[src/rtl/corr_csr_pkg.sv]
package corr_csr_pkg;

   // control word bit positions (software visible)
   localparam int unsigned CTL_START  = 0;
   localparam int unsigned CTL_ENABLE = 1;
   localparam int unsigned CTL_ABORT  = 2;
   localparam int unsigned CTL_RES_IE = 3;
   localparam int unsigned CTL_BLK_IE = 4;

   // status word bit positions (software visible)
   localparam int unsigned ST_ACTIVE   = 0;
   localparam int unsigned ST_DONE     = 1;
   localparam int unsigned ST_RES_FLAG = 3;
   localparam int unsigned ST_BLK_FLAG = 4;

   localparam int unsigned CSR_MIN_W = 5;

   // sticky flag slots, also interrupt slots for the last two
   localparam int unsigned N_STICKY  = 3;
   localparam int unsigned SL_DONE   = 0;
   localparam int unsigned SL_RES    = 1;
   localparam int unsigned SL_BLK    = 2;

   localparam int unsigned N_IRQ     = 2;
   localparam int unsigned IQ_RES    = 0;
   localparam int unsigned IQ_BLK    = 1;

   typedef struct packed {
      logic blk_ie;
      logic res_ie;
      logic abort;
      logic enable;
   } ctl_t;

endpackage

[src/rtl/corr_csr_ctrl.sv]
module corr_csr_ctrl
   import corr_csr_pkg::*;
#(
   parameter int unsigned DATA_W = 8
) (
   input  logic              clk,
   input  logic              rst_n,
   input  logic              wr_ctl,
   input  logic [DATA_W-1:0] wdata,
   output ctl_t              ctl,
   output logic              start_cmd,
   output logic              start_q
);

   // a start is accepted only outside soft abort, old or newly written
   always_comb begin
      start_cmd = wr_ctl && wdata[CTL_START] && !wdata[CTL_ABORT] && !ctl.abort;
   end

   always_ff @(posedge clk or negedge rst_n) begin
      if (!rst_n) begin
         ctl     <= '0;
         start_q <= 1'b0;
      end else begin
         start_q <= start_cmd;
         if (wr_ctl) begin
            ctl.enable <= wdata[CTL_ENABLE];
            ctl.abort  <= wdata[CTL_ABORT];
            ctl.res_ie <= wdata[CTL_RES_IE];
            ctl.blk_ie <= wdata[CTL_BLK_IE];
         end
      end
   end

endmodule

[src/rtl/corr_csr_sticky.sv]
module corr_csr_sticky (
   input  logic clk,
   input  logic rst_n,
   input  logic soft_clr,
   input  logic set,
   input  logic rd_clr,
   output logic q
);

   // soft clear dominates, a new event beats the read clear
   always_ff @(posedge clk or negedge rst_n) begin
      if (!rst_n)        q <= 1'b0;
      else if (soft_clr) q <= 1'b0;
      else if (set)      q <= 1'b1;
      else if (rd_clr)   q <= 1'b0;
   end

endmodule

[src/rtl/corr_csr_flags.sv]
module corr_csr_flags
   import corr_csr_pkg::*;
(
   input  logic                clk,
   input  logic                rst_n,
   input  logic                soft_clr,
   input  logic                start_cmd,
   input  logic                rd_sts,
   input  logic [N_STICKY-1:0] evt,
   output logic                active,
   output logic [N_STICKY-1:0] sticky
);

   always_ff @(posedge clk or negedge rst_n) begin
      if (!rst_n)                 active <= 1'b0;
      else if (soft_clr)          active <= 1'b0;
      else if (start_cmd)         active <= 1'b1;
      else if (evt[SL_DONE])      active <= 1'b0;
   end

   for (genvar g = 0; g < N_STICKY; g++) begin : g_sticky
      corr_csr_sticky u_flag (
         .clk      (clk),
         .rst_n    (rst_n),
         .soft_clr (soft_clr),
         .set      (evt[g]),
         .rd_clr   (rd_sts),
         .q        (sticky[g])
      );
   end

endmodule

[src/rtl/corr_csr_irq.sv]
module corr_csr_irq #(
   parameter bit OUT_REG = 1'b1
) (
   input  logic clk,
   input  logic rst_n,
   input  logic evt,
   input  logic en,
   input  logic quiet,
   output logic irq
);

   logic fire;

   always_comb begin
      fire = evt && en && !quiet;
   end

   if (OUT_REG) begin : g_reg
      always_ff @(posedge clk or negedge rst_n) begin
         if (!rst_n) irq <= 1'b0;
         else        irq <= fire;
      end
   end else begin : g_comb
      logic unused_clk;
      always_comb begin
         unused_clk = clk ^ rst_n;
         irq        = fire;
      end
   end

endmodule

[src/rtl/corr_csr.sv]
module corr_csr
   import corr_csr_pkg::*;
#(
   parameter int unsigned DATA_W      = 8,
   parameter bit          IRQ_OUT_REG = 1'b1
) (
   input  logic              clk,
   input  logic              rst_n,
   input  logic              cs,
   input  logic              wr_n,
   input  logic              rd_n,
   input  logic              addr,
   input  logic [DATA_W-1:0] wdata,
   output logic [DATA_W-1:0] rdata,
   input  logic              evt_done,
   input  logic              evt_swap,
   input  logic              evt_block,
   output logic              start_pulse,
   output logic              run_enable,
   output logic              soft_abort,
   output logic              irq_result,
   output logic              irq_block
);

   if (DATA_W < CSR_MIN_W) begin : g_width_bad
      $error("corr_csr: DATA_W must hold the highest defined bit");
   end

   logic                wr_ctl;
   logic                rd_sts;
   logic                rd_any;
   ctl_t                ctl_q;
   logic                start_cmd;
   logic                start_q;
   logic                active;
   logic [N_STICKY-1:0] evt_vec;
   logic [N_STICKY-1:0] sticky;
   logic                done_flag;
   logic [N_IRQ-1:0]    irq_evt;
   logic [N_IRQ-1:0]    irq_en;
   logic [N_IRQ-1:0]    irq_vec;
   logic [DATA_W-1:0]   ctl_word;
   logic [DATA_W-1:0]   sts_word;

   always_comb begin
      rd_any = cs && !rd_n;
      wr_ctl = cs && !wr_n && !addr;
      rd_sts = rd_any && addr;
      evt_vec[SL_DONE] = evt_done;
      evt_vec[SL_RES]  = evt_swap;
      evt_vec[SL_BLK]  = evt_block;
      irq_evt[IQ_RES]  = evt_swap;
      irq_evt[IQ_BLK]  = evt_block;
      irq_en[IQ_RES]   = ctl_q.res_ie;
      irq_en[IQ_BLK]   = ctl_q.blk_ie;
   end

   corr_csr_ctrl #(
      .DATA_W (DATA_W)
   ) u_ctrl (
      .clk       (clk),
      .rst_n     (rst_n),
      .wr_ctl    (wr_ctl),
      .wdata     (wdata),
      .ctl       (ctl_q),
      .start_cmd (start_cmd),
      .start_q   (start_q)
   );

   corr_csr_flags u_flags (
      .clk       (clk),
      .rst_n     (rst_n),
      .soft_clr  (ctl_q.abort),
      .start_cmd (start_cmd),
      .rd_sts    (rd_sts),
      .evt       (evt_vec),
      .active    (active),
      .sticky    (sticky)
   );

   for (genvar g = 0; g < N_IRQ; g++) begin : g_irq
      corr_csr_irq #(
         .OUT_REG (IRQ_OUT_REG)
      ) u_irq (
         .clk   (clk),
         .rst_n (rst_n),
         .evt   (irq_evt[g]),
         .en    (irq_en[g]),
         .quiet (ctl_q.abort),
         .irq   (irq_vec[g])
      );
   end

   assign done_flag = sticky[SL_DONE];

   always_comb begin
      ctl_word             = '0;
      ctl_word[CTL_START]  = start_q;
      ctl_word[CTL_ENABLE] = ctl_q.enable;
      ctl_word[CTL_ABORT]  = ctl_q.abort;
      ctl_word[CTL_RES_IE] = ctl_q.res_ie;
      ctl_word[CTL_BLK_IE] = ctl_q.blk_ie;

      sts_word              = '0;
      sts_word[ST_ACTIVE]   = active;
      sts_word[ST_DONE]     = done_flag;
      sts_word[ST_RES_FLAG] = sticky[SL_RES];
      sts_word[ST_BLK_FLAG] = sticky[SL_BLK];

      if (rd_any) rdata = addr ? sts_word : ctl_word;
      else        rdata = '1;
   end

   assign start_pulse = start_q;
   assign run_enable  = ctl_q.enable;
   assign soft_abort  = ctl_q.abort;
   assign irq_result  = irq_vec[IQ_RES];
   assign irq_block   = irq_vec[IQ_BLK];

endmodule

[config.mk]
export PLATFORM = sky130hd
export DESIGN_NAME = corr_csr
export DESIGN_NICKNAME = d
export VERILOG_FILES = /design/src/rtl/corr_csr_pkg.sv /design/src/rtl/corr_csr_ctrl.sv /design/src/rtl/corr_csr_sticky.sv /design/src/rtl/corr_csr_flags.sv /design/src/rtl/corr_csr_irq.sv /design/src/rtl/corr_csr.sv
export SDC_FILE = /design/constraint.sdc
export NUM_CORES = 1
export LEC_CHECK = 0
export BUFFER_PORTS_ARGS = -buffer_cell sky130_fd_sc_hd__buf_4
export CAP_MARGIN = 40
export CORE_AREA = 8 8 45 47
export DETAILED_ROUTE_END_ITERATION = 10
export DIE_AREA = 0 0 53 55
export GPL_TIMING_DRIVEN = 0
export PLACE_DENSITY = 0.73
export SYNTH_ARGS = -nofsm -noshare
export SYNTH_HDL_FRONTEND = slang
export SYNTH_SLANG_ARGS = --single-unit
export TNS_END_PERCENT = 100
[constraint.sdc]
create_clock -name clk -period 1.2 [get_ports clk]
set_clock_uncertainty 0.15 [all_clocks]
set_input_delay 0.12 -clock clk [delete_from_list [all_inputs] [get_ports clk]]
set_output_delay 0.12 -clock clk [all_outputs]
set_load 0.02 [all_outputs]
==> results.cfg <==
[floorplanning]
ios = 30
start_util_pct = 38.2
rows = 14
die_w_um = 53
chipHeight_um = 55
core_area_sq_um = 1380
die_area_sq_um = 2920

[synth]
synth.largest_area_cell = dfrtp_1
ys_ff_latch = 11
synth.distinct_cells = 17
ys_seq_area_share_pct = 52.0
yosys_warnings = 0
syn_nets = 63
syn_area_per_cell_sq_um = 11.5
yosysTopAreaCellShare_pct = 52.0
synthCells = 46
netlist_area_sq_um = 529
synth_area_leaders = dfrtp_1, mux2_2, mux2i_1, a311oi_1, inv_1

[global_route]
first_global_vias = 549
grt_use_total_pct = 11.5
antenna_found_initial = 0
gr-total-overflow = 0
grt_first_pass_wirelength_mm = 2.46
grt_max_degree = 12

[worst_hold_path]
whs_path_depth = 3
min_path_type = in -> reg
whs_endpoint = u_flags.g_sticky[0].u_flag.q
worstHoldStart = evt_done

[sta]
setup_violations = 6
timing_hold_violations_final = 0
relSlewSlack_pct = 76.7
fin_ws_ns = -0.0841
rsz0062_at_grt = true
drv_slew = 0
min_period_ns = 1.28
worstMarginPinSlew_ns = 0.350
post-route-period-util_pct = 107
clock.fmax_mhz = 779

[cells_and_area]
layout_common_cells = buf_4, buf_6, dfrtp_1
finalNonFillerCells = 109
final_nets = 111
drive_gt1_share_pct = 55.9
fillers = 106
seqCellArea_sq_um = 277
fin_area_sq_um = 982
syn_to_final_growth_pct = 85.6
multi_input_area_sq_um = 214
antenna_cells = 0
final_common_cell = buf_4

[setup_path]
arrival_ns = 1.01
path_depth = 3
crit_path_top_delay_cell = dfrtp_1
r2r_end = u_flags.active
r2r-start = u_flags.active
worst-r2r-cell-count = 3
cp_num_buf_inv = 1
worst-path-max-fanout = 2
crit_chain = mux2i_1 -> nand2_1 -> buf_6
end_kind = output pin
path_class = reg -> out
slowest_delay_ns = 0.40
crit_family = flip-flops
worstPathRequired_ns = 0.93
r2r_slack_ns = 0.06
cp-start-kind = flop

[run]
cap_viol_max_count = 0

[routing]
vias = 523
drtIter0Drc = 4
drt.antenna.violating_nets = 0
wl_per_cell_um = 14.8
routed_wl_mm = 1.62
drt_pass1_iterations = 4
via_per_inst = 4.80
drc = 0

[place]
dpl_cell_area_sq_um = 741
dp_cells = 87
io_buffers = 25
pre_cts_ws_ns = -0.188
dp_hpwl_mm = 1.04
routabilityCongestion = 0.734

[clocking]
cts-root-buf = clkbuf_4
cts_buffer_depth = 2
cts_buffers = 3
cts-htree-levels = 1
clk_latency_ns = 0.27
cts_sinks = 11
clk_pin_slew_ns = 0.06
cts_tree = built

[outcome]
violations = negative setup slack
outcome = complete, but fails checks

[power]
ir_worst_vdd_v = 0.000840
leakage_nw = 0.498
powerDensity_nw_per_um2 = 1130
fin_total_pwr_mw = 1.11
==> layer usage <==
layer	wire length, um	share of wire, %	GRT usage [%]
met1	611	38	10.8
met2	848	53	20.5
met3	155	9.6	4.81
met4	0	0	7.33
met5	0	0	0
==> sequential cells by signal, indices dropped and copies added, names as in the netlist <==
| signal | flops |
|---|---|
| u_ctrl.ctl | 4 |
| g_irq.u_irq.irq | 2 |
| u_flags.g_sticky.u_flag.q | 3 |
| u_flags.active | 1 |
| u_ctrl.start_q | 1 |
==> cell type report <==
| class | count | share of cell area (%) |
|---|---|---|
| buffer | 4 | 3.44 |
| clock buffer | 4 | 2.68 |
| inverter | 5 | 1.91 |
| multi-input combinational | 26 | 21.8 |
| sequential | 11 | 28.2 |
| tap | 16 | 2.04 |
| timing repair buffer | 43 | 40.0 |
==> metrics by stage <==
step                      TNS (ns)  util [%]  hold WS, ns
after floorplan                  0         -       -0.326
after global placement      -0.410      53.5       -0.192
after detailed placement    -0.723      53.5       -0.190
after CTS                   -0.356      66.5      0.00254
after global routing        -0.576      71.0       0.0204
final                       -0.310      71.0      0.00951
==> worst max-delay path by stage <==
stage                  start       end
6_report       u_ctrl.ctl[0]  rdata[1]
5_1_grt        u_ctrl.ctl[2]  rdata[3]
4_1_cts        u_ctrl.ctl[2]  rdata[3]
3_5_place_dp            rd_n  rdata[6]
3_3_place_gp            rd_n  rdata[7]
2_1_floorplan  u_ctrl.ctl[1]  rdata[2]
==> report_power, final <==
group	leakage [nW]	internal, mW	total (mW)	switching, mW
sequential	0.138	0.426	0.458	0.0321
clock	0.0150	0.129	0.247	0.119
combinational	0.345	0.234	0.405	0.172
total	0.498	0.788	1.11	0.322
==> tightest hold or removal path, delay by kind of cell <==
kind                   cells  cell delay, ns
AOI/OAI and AO/OA          1            0.06
buffers and inverters      1            0.11
and+or+nand+nor            1            0.10
==> Yosys cell counts <==
master / count
nand2_1: 4
nor2_1: 3
nor3b_1: 1
o21ai_0: 1
mux2_2: 4
and3_1: 2
and2_2: 1
nor3b_4: 1
mux2i_1: 4
nor2b_1: 1
a311oi_1: 3
buf_6: 1
a32o_1: 1
clkbuf_1: 1
buf_4: 2
inv_1: 5
dfrtp_1: 11
==> what timing repair did <==
item                                   in CTS  in global routing
endpoints found under the hold margin      20                  0
hold buffers                                8                  0
pin swaps                                   0                  3
buffers inserted                            5                  5
resized for setup                          12                  4
setup endpoints to repair                   8                 11
==> logic make-up after synthesis <==
group | Yosys count | share of synthesized area [%]
buffers and inverters | 9 | 9.22
DFF | 11 | 52.0
muxes | 8 | 16.1
AOI/OAI and AO/OA | 5 | 7.80
and+or+nand+nor | 13 | 14.9
No activity file was read; power rests on OpenSTA's default activity.
